<file path="src/rtl/tick_timer_pkg.sv">
package tick_timer_pkg;

    // Controller states of the interval counter
    typedef enum logic [1:0] {
        ST_IDLE  = 2'd0,
        ST_RUN   = 2'd1,
        ST_DRAIN = 2'd2
    } run_state_t;

    // Register byte offsets
    localparam int OFS_MODE  = 0;
    localparam int OFS_FLAG  = 4;
    localparam int OFS_VALUE = 8;
    localparam int OFS_IMAGE = 12;

    // Control register bit positions
    localparam int EN_BIT  = 24;
    localparam int IEN_BIT = 25;

endpackage

</file>
<file path="src/rtl/tick_prescale.sv">
module tick_prescale #(
    parameter int PRE_W = 4
) (
    input  logic clk,
    input  logic rst_n,
    input  logic run,
    output logic tick
);
    logic [PRE_W-1:0] cnt_q;

    always_ff @(posedge clk or negedge rst_n) begin
        if (!rst_n) begin
            cnt_q <= '0;
        end else if (!run) begin
            cnt_q <= '0;
        end else begin
            cnt_q <= cnt_q + 1'b1;
        end
    end

    assign tick = run & (&cnt_q);
endmodule

</file>
<file path="src/rtl/tick_interval.sv">
module tick_interval
    import tick_timer_pkg::*;
#(
    parameter int PIV_W = 20
) (
    input  logic             clk,
    input  logic             rst_n,
    input  logic             en,
    input  logic             tick,
    input  logic [PIV_W-1:0] piv,
    output logic [PIV_W-1:0] cval,
    output logic             wrap,
    output logic             run,
    output run_state_t       state
);
    run_state_t       state_q, state_d;
    logic [PIV_W-1:0] cval_q;

    // State register
    always_ff @(posedge clk or negedge rst_n) begin
        if (!rst_n) begin
            state_q <= ST_IDLE;
        end else begin
            state_q <= state_d;
        end
    end

    // Next-state logic
    always_comb begin
        state_d = state_q;
        unique case (state_q)
            ST_IDLE:  state_d = en ? ST_RUN : ST_IDLE;
            ST_RUN:   state_d = en ? ST_RUN : ST_DRAIN;
            ST_DRAIN: begin
                if (en) begin
                    state_d = ST_RUN;
                end else if (wrap) begin
                    state_d = ST_IDLE;
                end
            end
            default:  state_d = ST_IDLE;
        endcase
    end

    // Outputs of the controller
    always_comb begin
        run  = (state_q != ST_IDLE);
        wrap = tick & run & (cval_q >= piv);
    end

    // Interval counter
    always_ff @(posedge clk or negedge rst_n) begin
        if (!rst_n) begin
            cval_q <= '0;
        end else if (state_q == ST_IDLE) begin
            cval_q <= '0;
        end else if (tick) begin
            cval_q <= wrap ? '0 : cval_q + 1'b1;
        end
    end

    assign cval  = cval_q;
    assign state = state_q;
endmodule

</file>
<file path="src/rtl/tick_regs.sv">
module tick_regs
    import tick_timer_pkg::*;
#(
    parameter int ADDR_W  = 4,
    parameter int DATA_W  = 32,
    parameter int PIV_W   = 20,
    parameter int PICNT_W = 12
) (
    input  logic               clk,
    input  logic               rst_n,
    input  logic [ADDR_W-1:0]  bus_addr,
    input  logic               bus_we,
    input  logic [DATA_W-1:0]  bus_wdata,
    input  logic               bus_re,
    output logic [DATA_W-1:0]  bus_rdata,
    input  logic               wrap,
    input  logic [PIV_W-1:0]   cval,
    output logic [PIV_W-1:0]   piv,
    output logic               en,
    output logic               ien,
    output logic               status,
    output logic [PICNT_W-1:0] picnt,
    output logic               ack_rd,
    output logic               img_rd
);
    localparam logic [ADDR_W-1:0] A_MODE  = ADDR_W'(OFS_MODE);
    localparam logic [ADDR_W-1:0] A_FLAG  = ADDR_W'(OFS_FLAG);
    localparam logic [ADDR_W-1:0] A_VALUE = ADDR_W'(OFS_VALUE);
    localparam logic [ADDR_W-1:0] A_IMAGE = ADDR_W'(OFS_IMAGE);

    logic unused_wdata;
    assign unused_wdata = ^bus_wdata;

    logic mode_wr;
    assign mode_wr = bus_we & (bus_addr == A_MODE);
    assign ack_rd  = bus_re & (bus_addr == A_VALUE);
    assign img_rd  = bus_re & (bus_addr == A_IMAGE);

    // Control register
    always_ff @(posedge clk or negedge rst_n) begin
        if (!rst_n) begin
            piv <= '0;
            en  <= 1'b0;
            ien <= 1'b0;
        end else if (mode_wr) begin
            piv <= bus_wdata[PIV_W-1:0];
            en  <= bus_wdata[EN_BIT];
            ien <= bus_wdata[IEN_BIT];
        end
    end

    // Status flag and wrap count; a wrap takes priority over an acknowledge
    always_ff @(posedge clk or negedge rst_n) begin
        if (!rst_n) begin
            status <= 1'b0;
            picnt  <= '0;
        end else if (wrap) begin
            status <= 1'b1;
            picnt  <= ack_rd ? PICNT_W'(1) : picnt + 1'b1;
        end else if (ack_rd) begin
            status <= 1'b0;
            picnt  <= '0;
        end
    end

    // Read decode
    always_comb begin
        bus_rdata = '0;
        if (bus_re) begin
            case (bus_addr)
                A_MODE: begin
                    bus_rdata[PIV_W-1:0] = piv;
                    bus_rdata[EN_BIT]    = en;
                    bus_rdata[IEN_BIT]   = ien;
                end
                A_FLAG:  bus_rdata[0] = status;
                A_VALUE, A_IMAGE: begin
                    bus_rdata[PIV_W-1:0]        = cval;
                    bus_rdata[PIV_W +: PICNT_W] = picnt;
                end
                default: bus_rdata = '0;
            endcase
        end
    end
endmodule

</file>
<file path="src/rtl/tick_timer.sv">
module tick_timer
    import tick_timer_pkg::*;
#(
    parameter int ADDR_W  = 4,
    parameter int DATA_W  = 32,
    parameter int PIV_W   = 20,
    parameter int PICNT_W = 12,
    parameter int PRE_W   = 4
) (
    input  logic              clk,
    input  logic              rst_n,
    input  logic [ADDR_W-1:0] bus_addr,
    input  logic              bus_we,
    input  logic [DATA_W-1:0] bus_wdata,
    input  logic              bus_re,
    output logic [DATA_W-1:0] bus_rdata,
    output logic              irq_o
);
    logic               tick, wrap, run;
    logic               en, ien, status, ack_rd, img_rd;
    logic [PIV_W-1:0]   piv, cval;
    logic [PICNT_W-1:0] picnt;
    run_state_t         state;

    tick_prescale #(.PRE_W(PRE_W)) u_pre (
        .clk   (clk),
        .rst_n (rst_n),
        .run   (run),
        .tick  (tick)
    );

    tick_interval #(.PIV_W(PIV_W)) u_cnt (
        .clk   (clk),
        .rst_n (rst_n),
        .en    (en),
        .tick  (tick),
        .piv   (piv),
        .cval  (cval),
        .wrap  (wrap),
        .run   (run),
        .state (state)
    );

    tick_regs #(
        .ADDR_W  (ADDR_W),
        .DATA_W  (DATA_W),
        .PIV_W   (PIV_W),
        .PICNT_W (PICNT_W)
    ) u_regs (
        .clk       (clk),
        .rst_n     (rst_n),
        .bus_addr  (bus_addr),
        .bus_we    (bus_we),
        .bus_wdata (bus_wdata),
        .bus_re    (bus_re),
        .bus_rdata (bus_rdata),
        .wrap      (wrap),
        .cval      (cval),
        .piv       (piv),
        .en        (en),
        .ien       (ien),
        .status    (status),
        .picnt     (picnt),
        .ack_rd    (ack_rd),
        .img_rd    (img_rd)
    );

    assign irq_o = status & ien;
endmodule

</file>
<file path="config.mk">
export PLATFORM = sky130hd
export DESIGN_NAME = tick_timer
export DESIGN_NICKNAME = d
export VERILOG_FILES = /design/src/rtl/tick_timer_pkg.sv /design/src/rtl/tick_prescale.sv /design/src/rtl/tick_interval.sv /design/src/rtl/tick_regs.sv /design/src/rtl/tick_timer.sv
export SDC_FILE = /design/constraint.sdc
export NUM_CORES = 1
export LEC_CHECK = 0
export CAP_MARGIN = 20
export CORE_MARGIN = 5
export CORE_UTILIZATION = 47
export DETAILED_ROUTE_END_ITERATION = 10
export PLACE_DENSITY = 0.74
export SLEW_MARGIN = 20
export SYNTH_ARGS = -nofsm -noshare
export SYNTH_HDL_FRONTEND = slang
export SYNTH_SLANG_ARGS = --single-unit
</file>
<file path="constraint.sdc">
create_clock -name clk -period 7.35 [get_ports clk]
set_input_delay 1.47 -clock clk [delete_from_list [all_inputs] [get_ports clk]]
set_output_delay 1.47 -clock clk [all_outputs]
set_load 0.01 [all_outputs]
</file>
; ---- Yosys cells after proc, flatten, opt, wreduce, memory -nomap -nowiden
; Cells that the tools add are included.
[op_classes]
n_mul = 0
n_reduce_logical = 7
n_eq_ne = 6
add_sub_neg = 3
div_mod_pow = 0
magnitude_cmp = 1
shifts = 0
muxes = 20
bitwise_logic = 6
[ops]
columns = op, n
row1 = $mux 20, 3
row2 = $pmux 19 s2, 1
row3 = $mux 12, 3
row4 = $mux 32, 1
row5 = $add 20x1->20 const B, 1
row6 = $ge 20x20->1, 1
row7 = $add 12x1->12 const B, 1
row8 = $eq 4x4->1 const B, 2
row9 = $mux 4, 2
row10 = $and 1x1->1, 6
row11 = $mux 2, 3
row12 = $mux 6, 1
row13 = $pmux 2 s3, 1
row14 = $reduce_bool 2->1, 3
row15 = $add 4x1->4 const B, 1
row16 = $eq 4x3->1 const B, 1
row17 = $logic_not 4->1, 1
row18 = $pmux 2 s2, 1
row19 = $reduce_and 4->1, 1
row20 = $mux 1, 3
row21 = $ne 3x1->1 const B, 1
row22 = $pmux 1 s3, 1
row23 = $eq 2x1->1 const B, 1
row24 = $eq 2x2->1 const B, 1
row25 = other kinds (2), 2
[totals]
ramBits = 0
latch_bits = 0
out_inout_bits = 33
register_bits = 61
inputBits = 40
romBits = 0
n_memories = 0

; ---- Depth between registers and ports, before layout
; Gate-level depths: netlist of run 1.
[logic_depth]
ltp_word = 7
mapped_depth = 10
mapped_depth_nobuf = 9

; ---- By module
; From an unflattened synthesis of run 1, not the netlist that was laid out.
[hier_totals]
cells_unflattened = 388
hier_area_um2 = 3748.6
[by_module_without_submodules]
columns = mod, seq_area_each_um2, area_per_inst_um2, cells_per_inst, n_inst
row1 = tick_regs, 875.8, 1883.1, 177, 1
row2 = tick_interval, 550.5, 1684.1, 196, 1
row3 = tick_prescale, 100.1, 175.2, 14, 1
row4 = tick_timer, 0.0, 6.3, 1, 1

; ---- Worst setup path before layout of run 1
; Ideal clock, no wire load.
[synth_path]
path_type = input to output
startpoint = input port bus_addr[1]
endpoint = output port bus_rdata[0]
required_ns = 5.880
path_buffers = 0
cell_stages = 3
slack_ns = 3.276
t_arrival_ns = 2.604
cell_sequence = nor4_1 a222oi_1 nor4b_1
[synth_between]
elab_chain_cells = 4
word_cells_on_any_way = 7
[synth_lines]
columns = element, line
row1 = from (decl), tick_timer.sv:12  ; input logic [ADDR_W-1:0] bus_addr,
row2 = $eq 4x4->1 (on tied branches), n/a
row3 = $reduce_or 2->1, tick_regs.sv:70  ; case (bus_addr)
row4 = $pmux 1 s3 *, tick_regs.sv:70
row5 = $mux 32 *, tick_regs.sv:69  ; if (bus_re) begin
row6 = to (decl), tick_timer.sv:16  ; output logic [DATA_W-1:0] bus_rdata,
; Every way passes the cells marked *; elsewhere a longest branch is shown, timed or not.

; ---- Final worst setup path of run 1
[layout_path]
startpoint = input port bus_addr[3]
endpoint = output port bus_rdata[24]
[layout_between]
elab_chain_cells = 4
word_cells_on_any_way = 6
[layout_lines]
columns = element, line
row1 = $eq 4x4->1 (on tied branches), n/a
row2 = $reduce_or 2->1, tick_regs.sv:70
row3 = $pmux 2 s2 *, tick_regs.sv:70
row4 = $mux 32 *, tick_regs.sv:69
; Marked as above.

==> qor.csv, run 1 <==
stage,metric,value,unit
outcome,status,finished clean,
worst_setup_path,Worst setup SP type,input port,
detailed_routing,DRC errors left,0,
final_layout,layout cells sized above 1,12.1,%
timing,Slew @ Worst Pin,1080,ps
detailed_routing,Routed wire per std cell,15.9,um
worst_setup_path,Worst Path Required,5880,ps
logic_synthesis,ys async rst share,100,%
min_path,worst hold path type,register to register,
clock_network,TritonCTS clock tree,done,
logic_synthesis,most frequent cell after synthesis,dfrtp_1,
timing,Worst Skew,12.5,ps
worst_setup_path,CP max FO,20,
pwr,Peak VDD IR,0.102,mV
floorplan,Die W,99.4,um
clock_network,post-CTS setup buffers,0,
detailed_routing,via count,3178,
clock_network,worst skew pair latency,350,ps
final_layout,Synth-to-Final Area Change,24.9,%
logic_synthesis,cells after synthesis,390,
worst_setup_path,crit path capture type,output pin,
clock_network,H-tree lvl count,3,
logic_synthesis,Syn Nets,453,
worst_setup_path,crit path DAT,3990,ps
final_layout,diode count,0,
detailed_routing,post-DR vias/cell,5.70,
place,port bufs,62,
timing,fmax,0.183,GHz
pwr,P_leak,1.99,nW
logic_synthesis,Synth Cell Area,0.00376,mm^2
logic_synthesis,YS warnings,0,
timing,"Hold Violations, Final",0,
clock_network,clk buf depth,2,
logic_synthesis,share of Yosys cell area claimed by the top area cell type,40.6,%
floorplan,Starting Density,48.4,%
global_routing,gr ovfl total,0,
clock_network,"Gates resized, CTS repair",0,
detailed_routing,post-route ant nets,0,
timing,final setup TNS,0,ps
detailed_routing,"wirelength, routed",8870,um
floorplan,num rows,32,
worst_setup_path,WS Path Type,input port to output pin,
clock_network,clock slew at reported path FFs,60,ps
logic_synthesis,Post-synth EDFFs,0,
timing,Final period util,74.3,%
timing,worst relative slew slack,28.1,%
job,max_cap viols,0,
logic_synthesis,Post-synth top cells,"61 x dfrtp_1, 35 x nand2_1, 31 x nand3_1",
place,hpwl dp,5990,um
final_layout,nets,514,
logic_synthesis,"Top FF cell, synth",dfrtp_1,
timing,Final Setup Violations,0,
floorplan,Die Span Y,99.4,um
logic_synthesis,"top cells by area, synth","dfrtp_1 41%, ha_1 7.7%, mux2_2 6.6%",
detailed_routing,drt pass-1 iters,5,
global_routing,GRT Overall Usage,19.2,%
logic_synthesis,Yosys cell types,48,
global_routing,initial antenna violation count,0,
final_layout,post-route insts no fill,558,
floorplan,I/O pin total,73,
floorplan,Die Area,0.00989,mm^2
timing,RSZ-0062 raised after global routing,false,
global_routing,largest net degree at the start of global routing,62,
clock_network,"Hold-fix buffers, CTS",0,
global_routing,first-pass GRT wire length,15500,um
clock_network,total clock sinks,61,
floorplan,core area,0.00777,mm^2
timing,Slew Limit Fails,0,
timing,post-layout min period,5460,ps
logic_synthesis,average cell area after synthesis,9.64,um^2
place,Placer Congestion,0.768,
clock_network,root buffer selected by CTS,clkbuf_8,
logic_synthesis,Yosys top cell by area,dfrtp_1,
detailed_routing,drt initial violations,167,
global_routing,vias in the first global route,3219,
logic_synthesis,register area share after synthesis,40.6,%
logic_synthesis,"flops & latches, synth",61,
place,placed insts,542,
pwr,power per cell area,198,mW/mm^2
clock_network,Inserted Clock Buffers,9,
-- power breakdown --
group          leakage, nW  internal (mW)  switching, mW
sequential           0.803          0.380         0.0373
clock                0.116          0.208          0.135
combinational         1.08         0.0806         0.0882
total                 1.99          0.669          0.261
-- cell usage in the layout (no fill, tap or decap), drive strengths merged, types with 4 or more instances in the layout --
cell type,instances
clkdlybuf4s50,61
dfrtp,61
nand2,35
nand3,32
inv,24
nor2b,24
ha,23
mux2,22
a22oi,21
and3,20
a21oi,16
o311ai,13
clkbuf,12
o21ai,10
and2,9
nor2,8
xnor2,6
nand4,6
buf,6
a21o,4
o2111ai,4
or3,4
-- routing by layer --
layer  wire length (um)  GRT usage (%)
met1               3920           24.9
met2               4290           31.2
met3                519           3.86
met4                144           8.51
met5                  0              0
-- per-stage QoR --
step	cell area [um^2]	total power, mW	worst slack (ps)	util, %	hold WS, ps
after CTS	4690	0.936	1900	60.4	468
after global routing	4690	0.984	1730	60.4	499
after detailed placement	4470	0.593	1910	57.5	459
final	4690	0.930	1890	60.4	465
after floorplan	3760	0.529	3280	-	432
after global placement	4450	0.583	1930	57.3	450
-- logic make-up (layout without fill, tap and decap cells) --
group / count (synthesis) / in the layout / share of synthesized area (%)
mux: 25 / 25 / 7.39
xor+xnor: 8 / 8 / 1.86
fa+ha+maj: 23 / 23 / 7.65
buf+inv: 41 / 107 / 4.79
simple gates: 155 / 155 / 22.9
compound gates: 77 / 77 / 14.8
flops: 61 / 61 / 40.6
-- worst max-delay path, stage by stage --
cell             delay [ps]
clkdlybuf4s50_1         510
nor3b_2                 790
buf_4                   370
a22oi_1                 130
nor2b_1                 150
clkdlybuf4s50_1         560
-- state kept, by name, indices dropped and copies added (netlist names) --
name           count
u_cnt.state        2
u_pre.cnt_q        4
u_regs.picnt      12
u_regs.en          1
u_regs.ien         1
u_regs.piv        20
u_regs.status      1
u_cnt.cval        20
-- layout make-up --
cell class / instances / area, um^2
clock inverters: 4 / 70.1
repair buffers: 67 / 661
inverters: 24 / 90.1
flip-flops and latches: 61 / 1530
fillers: 659 / 3070
multi-input cells: 288 / 2060
well taps: 102 / 128
clock buffers: 12 / 155
-- final timing paths --
check	start	to	slack, ps	cells after the start
hold reg to reg	u_pre.cnt_q[0]	u_pre.cnt_q[0]	470	1
max in group asynchronous	rst_n	u_regs.piv[17]	5540	2
setup reg to reg	u_cnt.cval[9]	u_cnt.cval[16]	4400	9
min in group asynchronous	rst_n	u_regs.piv[6]	1290	2
setup / recovery	bus_addr[3]	bus_rdata[24]	1890	6
hold / removal	u_pre.cnt_q[0]	u_pre.cnt_q[0]	470	1
Note: power is estimated with default switching activity, not from simulation.
==> run 2, diff against run 1 <==
- PLACE_DENSITY: 0.74 -> 0.76
- clock period: 7.35 -> 4.6 ns (I/O delays scaled with it)
==> run 2 against run 1 <==
  * Register-to-register slack worse by 2800 ps
  * Non-clock buffer count up 1
  * Wire length down 0.87%
  * Clock power up 17%
  * Via count up 0.41%
  * Critical path depth unchanged
  * Setup slack worse by 1200 ps
  * Final area down 1.4%
  * Die area unchanged
  * Sequential power up 59%
  * Clock skew down 4.6 ps
  * Highest routed layer unchanged
  * Count of clock-buffer cells in the layout up 1
==> qor.csv, run 2 (same netlist as run 1, synthesis figures left out) <==
stage,metric,value,unit,change
outcome,status,finished clean,,
detailed_routing,wl on met1,3930,um,+0.31%
floorplan,Die Area,0.00989,mm^2,unchanged
detailed_routing,Routed wire per std cell,15.8,um,-0.87%
clock_network,post-CTS setup buffers,0,,unchanged
timing,"Hold Violations, Final",0,,unchanged
detailed_routing,"wirelength, routed",8790,um,-0.87%
worst_setup_path,crit path cell chain,clkdlybuf4s50_1 > nor4_2 > buf_4 > a222oi_1 > nor4b_1 > clkdlybuf4s50_1,,
floorplan,Die W,99.4,um,unchanged
min_path,Hold Path Sink,u_pre.cnt_q[0],,
worst_setup_path,slowest cell delay on critical path,590,ps,-200 ps
worst_setup_path,Worst Path Required,3680,ps,-2200 ps
detailed_routing,via count,3191,,+0.41%
place,port bufs,62,,unchanged
timing,Slew Limit Fails,0,,unchanged
pwr,power per cell area,289,mW/mm^2,+46%
global_routing,gr ovfl total,0,,unchanged
global_routing,initial antenna violation count,0,,unchanged
pwr,P_leak,1.97,nW,-1.5%
final_layout,Synth-to-Final Area Change,23.2,%,
final_layout,layout cells sized above 1,11.6,%,-0.44 points
worst_setup_path,WP buf/inv,3,,unchanged
timing,fmax,0.253,GHz,
final_layout,final design utilization,59.6,%,-0.82 points
worst_setup_path,slowest CP cell,clkdlybuf4s50_1,,
detailed_routing,drt initial violations,111,,-34%
clock_network,clk buf depth,2,,unchanged
timing,Final Setup Violations,0,,unchanged
detailed_routing,DRC errors left,0,,unchanged
global_routing,vias in the first global route,3241,,+0.68%
timing,Slew @ Worst Pin,1020,ps,-54.3 ps
floorplan,Starting Density,48.4,%,unchanged
worst_setup_path,CP max FO,23,,+15%
clock_network,"Gates resized, CTS repair",0,,unchanged
final_layout,diode count,0,,unchanged
min_path,hold_sp,u_pre.cnt_q[0],,
final_layout,most frequent cells in the layout,"61 x clkdlybuf4s50_1, 61 x dfrtp_1, 35 x nand2_1, 31 x nand3_1",,
worst_setup_path,FF-to-FF End,u_cnt.cval[17],,
timing,RSZ-0062 raised after global routing,false,,
detailed_routing,drt pass-1 iters,7,,+2
place,Placer Congestion,0.849,,+11%
detailed_routing,met3 WL,475,um,-8.5%
worst_setup_path,crit-path most repeated cell,clkdlybuf4s50_1,,
clock_network,worst skew pair latency,330,ps,-20 ps
worst_setup_path,crit path capture type,output pin,,
pwr,Design Power,1.34,mW,+44%
pwr,Peak VDD IR,0.180,mV,+76%
worst_setup_path,Worst setup SP type,input port,,
global_routing,GRT Overall Usage,18.7,%,-0.53 points
timing,Final period util,86.0,%,
job,max_cap viols,0,,unchanged
detailed_routing,WL met2,4290,um,about the same
worst_setup_path,CP top delay family,buffers and inverters,,
timing,final setup TNS,0,ps,unchanged
global_routing,largest net degree at the start of global routing,45,,-27%
worst_setup_path,WS Path Type,input port to output pin,,
clock_network,root buffer selected by CTS,clkbuf_8,,
min_path,worst hold path type,register to register,,
final_layout,nets,515,,+0.19%
worst_setup_path,R2R Setup Slk,1560,ps,-2840 ps
place,hpwl dp,6250,um,+4.3%
floorplan,I/O pin total,73,,unchanged
floorplan,Die Span Y,99.4,um,unchanged
worst_setup_path,crit path DAT,3040,ps,-950 ps
detailed_routing,top sig layer,met4,,
clock_network,clock slew at reported path FFs,70,ps,about the same
clock_network,total clock sinks,61,,unchanged
floorplan,num rows,32,,unchanged
worst_setup_path,reg2reg path depth,9,,unchanged
detailed_routing,post-route ant nets,0,,unchanged
global_routing,first-pass GRT wire length,15200,um,-2.1%
clock_network,H-tree lvl count,3,,unchanged
timing,post-layout min period,3960,ps,
clock_network,TritonCTS clock tree,done,,
min_path,Hold Crit Depth,1,,unchanged
worst_setup_path,Crit Reg-Reg Startpoint,u_cnt.cval[9],,
timing,Worst Skew,7.91,ps,-4.55 ps
clock_network,Inserted Clock Buffers,9,,unchanged
floorplan,core area,0.00777,mm^2,unchanged
detailed_routing,post-DR vias/cell,5.72,,+0.41%
clock_network,"Hold-fix buffers, CTS",0,,unchanged
timing,worst relative slew slack,31.7,%,+3.6 points
==> run 2: cell types whose count changed in the layout (fill, tap and decap cells not counted), sizes merged <==
| cell | delta |
|---|---|
| bufinv | -2 |
| buf | +1 |
| clkbuf | +1 |
==> run 2: how the worst max path moves through the flow <==
stage                           start           end  cells after the start
after global routing      bus_addr[1]  bus_rdata[0]                      6
after CTS                 bus_addr[1]  bus_rdata[0]                      6
after detailed placement  bus_addr[1]  bus_rdata[0]                      6
after global placement    bus_addr[1]  bus_rdata[0]                      6
after floorplan           bus_addr[1]  bus_rdata[0]                      3
final                     bus_addr[1]  bus_rdata[0]                      6
==> run 2: per-stage QoR <==
step / hold WS, ps / setup WS [ps] / instance area [um^2] / std cells
after floorplan: 432 / 1630 / 3760 / 390
after global placement: 447 / 728 / 4470 / 543
after detailed placement: 464 / 613 / 4470 / 543
after CTS: 473 / 611 / 4630 / 558
after global routing: 483 / 455 / 4630 / 558
final: 472 / 645 / 4630 / 558
==> run 2: report_power, final <==
part / total, mW / internal (mW) / switching, mW
Clock: 0.404 / 0.206 / 0.198
Combinational: 0.271 / 0.130 / 0.141
Sequential: 0.665 / 0.607 / 0.0583
Total: 1.34 / 0.943 / 0.397
==> run 2: metal layers <==
metal	up-vias	track usage, %
met5	-	0
met4	0	5.99
met3	10	3.16
met2	80	32.6
met1	1549	23.6
li1	1552	-
==> run 2: final cells by class <==
class	instances	area, um^2
Fill cell	687	3140
Timing Repair Buffer	68	663
Clock buffer	13	149
Multi-Input combinational cell	288	2060
Clock inverter	2	10.0
Inverter	24	90.1
Tap cell	102	128
Sequential cell	61	1530
==> run 3, diff against run 2 <==
- CORE_MARGIN: 5 -> 1.5
- PLACE_DENSITY: 0.76 -> 0.74
- clock period: 4.6 -> 5.05 ns (I/O delays scaled with it)
==> run 3 against run 2 <==
  * Setup slack improved by 270 ps
  * Cell count increased by 0.18%
  * Critical path type unchanged
  * Final area up 1.9%
  * Register-to-register slack improved by 670 ps
  * Die area shrank 14%
  * Clock skew up 3.6 ps
  * Global-route usage increased by 3.1 points
  * Sequential share of layout area down 0.60 points
==> qor.csv, run 3 (same netlist as run 1, synthesis figures left out) <==
stage,metric,value,unit,change
timing,Final period util,81.9,%,
clock_network,clk buf depth,2,,unchanged
floorplan,Die Span Y,92.4,um,-7.0%
detailed_routing,drt initial violations,189,,+70%
timing,Hold WS,477,ps,+4.32 ps
min_path,worst hold path type,register to register,,
timing,Slew @ Worst Pin,1020,ps,-2.06 ps
detailed_routing,"wirelength, routed",8530,um,-3.0%
timing,Slew Limit Fails,0,,unchanged
min_path,hold_sp,u_pre.cnt_q[0],,
worst_setup_path,crit path from,bus_addr[1],,
final_layout,nets,515,,unchanged
clock_network,Inserted Clock Buffers,9,,unchanged
floorplan,I/O pin total,73,,unchanged
detailed_routing,via count,3188,,-0.094%
clock_network,post-CTS setup buffers,0,,unchanged
worst_setup_path,Worst Path Required,4040,ps,+360 ps
final_layout,Synth-to-Final Area Change,25.5,%,
pwr,internal cell power,1.01,mW,+7.2%
clock_network,total clock sinks,61,,unchanged
place,Placer Congestion,0.826,,-2.7%
worst_setup_path,crit path capture type,output pin,,
detailed_routing,post-DR vias/cell,5.70,,-0.27%
worst_setup_path,Crit Reg-Reg Startpoint,u_cnt.cval[9],,
detailed_routing,drt pass-1 iters,5,,-2
pwr,Seq pwr share,43.6,%,-6.0 points
worst_setup_path,WP buf/inv,3,,unchanged
floorplan,num rows,32,,unchanged
pwr,Peak VDD IR,0.213,mV,+18%
floorplan,Die W,92.4,um,-7.0%
global_routing,largest net degree at the start of global routing,51,,+13%
final_layout,diode count,0,,unchanged
timing,Worst Skew,11.5,ps,+3.57 ps
clock_network,H-tree lvl count,3,,unchanged
global_routing,initial antenna violation count,0,,unchanged
global_routing,gr ovfl total,0,,unchanged
timing,fmax,0.242,GHz,
final_layout,Fill cells,672,,-2.2%
final_layout,most frequent cells in the layout,"61 x clkdlybuf4s50_1, 61 x dfrtp_1, 35 x nand2_1, 31 x nand3_1",,
clock_network,root buffer selected by CTS,clkbuf_8,,
clock_network,"Hold-fix buffers, CTS",0,,unchanged
detailed_routing,post-route ant nets,0,,unchanged
outcome,status,finished clean,,
worst_setup_path,crit-path most repeated cell,clkdlybuf4s50_1,,
pwr,switching portion of total power,27.4,%,-2.2 points
worst_setup_path,crit path cell chain,clkdlybuf4s50_1 > nor4_2 > buf_4 > a222oi_1 > nor4b_1 > clkdlybuf4s50_1,,
final_layout,layout cells sized above 1,12.5,%,+0.85 points
floorplan,core area,0.00773,mm^2,-0.52%
worst_setup_path,Worst setup SP type,input port,,
worst_setup_path,CP max FO,23,,unchanged
timing,RSZ-0062 raised after global routing,false,,
floorplan,Starting Density,48.7,%,+0.25 points
place,hpwl dp,5880,um,-5.9%
worst_setup_path,crit path DAT,3130,ps,+90 ps
global_routing,first-pass GRT wire length,14700,um,-3.2%
clock_network,clock slew at reported path FFs,70,ps,about the same
job,max_cap viols,0,,unchanged
detailed_routing,DRC errors left,0,,unchanged
global_routing,GRT Overall Usage,21.8,%,+3.1 points
timing,post-layout min period,4140,ps,
worst_setup_path,WS Path Type,input port to output pin,,
pwr,Net Switching,0.382,mW,-3.8%
pwr,share of power burned in the clock network,38.7,%,+8.5 points
clock_network,"Gates resized, CTS repair",0,,unchanged
clock_network,worst skew pair latency,340,ps,about the same
timing,Final Setup Violations,0,,unchanged
worst_setup_path,slowest CP cell,clkdlybuf4s50_1,,
timing,"Hold Violations, Final",0,,unchanged
timing,worst relative slew slack,31.9,%,+0.14 points
detailed_routing,Routed wire per std cell,15.3,um,-3.2%
global_routing,vias in the first global route,3177,,-2.0%
worst_setup_path,CP top delay family,buffers and inverters,,
clock_network,TritonCTS clock tree,done,,
pwr,power per cell area,295,mW/mm^2,+2.0%
timing,final setup TNS,0,ps,unchanged
pwr,Design Power,1.39,mW,+3.9%
floorplan,Die Area,0.00855,mm^2,-14%
pwr,Comb pwr share,17.7,%,-2.5 points
place,port bufs,62,,unchanged
pwr,P_leak,2.00,nW,+1.7%
worst_setup_path,slowest cell delay on critical path,600,ps,about the same
-- run 3: worst paths after layout --
path | depth (start not counted) | slack (ps) | to
max | 6 | 910 | bus_rdata[0]
max in group asynchronous | 2 | 3600 | u_cnt.cval[5]
min | 1 | 480 | u_pre.cnt_q[0]
min in group asynchronous | 1 | 540 | u_regs.piv[1]
min reg2reg | 1 | 480 | u_pre.cnt_q[0]
max reg2reg | 8 | 2230 | u_cnt.cval[7]
-- run 3: metrics by stage --
step                      cells  area (um^2)  util (%)  setup slack [ps]
after floorplan             390         3760         -              1900
after global placement      543         4470      57.8               994
after detailed placement    543         4470      57.8               916
after CTS                   559         4720      61.0               922
after global routing        559         4720      61.0               804
final                       559         4720      61.0               914
-- run 3: per-layer routing --
| layer | vias to the layer above | global-route usage, % | wire [um] |
|---|---|---|---|
| met3 | 10 | 5.17 | 475 |
| met4 | 0 | 7.05 | 94 |
| li1 | 1548 | - | - |
| met1 | 1541 | 27.1 | 3780 |
| met2 | 89 | 37.0 | 4180 |
| met5 | - | 0 | 0 |
-- run 3: area by class of cell --
| cell class | instances | area [um^2] | area share (%) |
|---|---|---|---|
| sequential | 61 | 1530 | 32.4 |
| clock buffer | 10 | 138 | 2.92 |
| timing repair buffer | 68 | 661 | 14.0 |
| clock inverter | 6 | 110 | 2.33 |
| inverter | 24 | 90.1 | 1.91 |
| tap | 102 | 128 | 2.71 |
| multi-input combinational | 288 | 2060 | 43.8 |
-- run 3: power groups by stage --
| stage | Clock [mW] | Sequential (mW) | Combinational, mW |
|---|---|---|---|
| after CTS | 0.554 | 0.606 | 0.250 |
| after detailed placement | 0 | 0.616 | 0.246 |
| after floorplan | 0 | 0.598 | 0.171 |
| after global placement | 0 | 0.611 | 0.238 |
| after global routing | 0.578 | 0.616 | 0.283 |
| final | 0.540 | 0.607 | 0.246 |
-- run 3: worst register-to-register path, stage by stage (launching register included) --
cell,delay [ps]
dfrtp_1,470
ha_1,330
a21o_1,190
nand3_1,80
a211oi_1,120
a2111o_4,560
nor2_4,220
nand2_1,330
o311ai_0,420
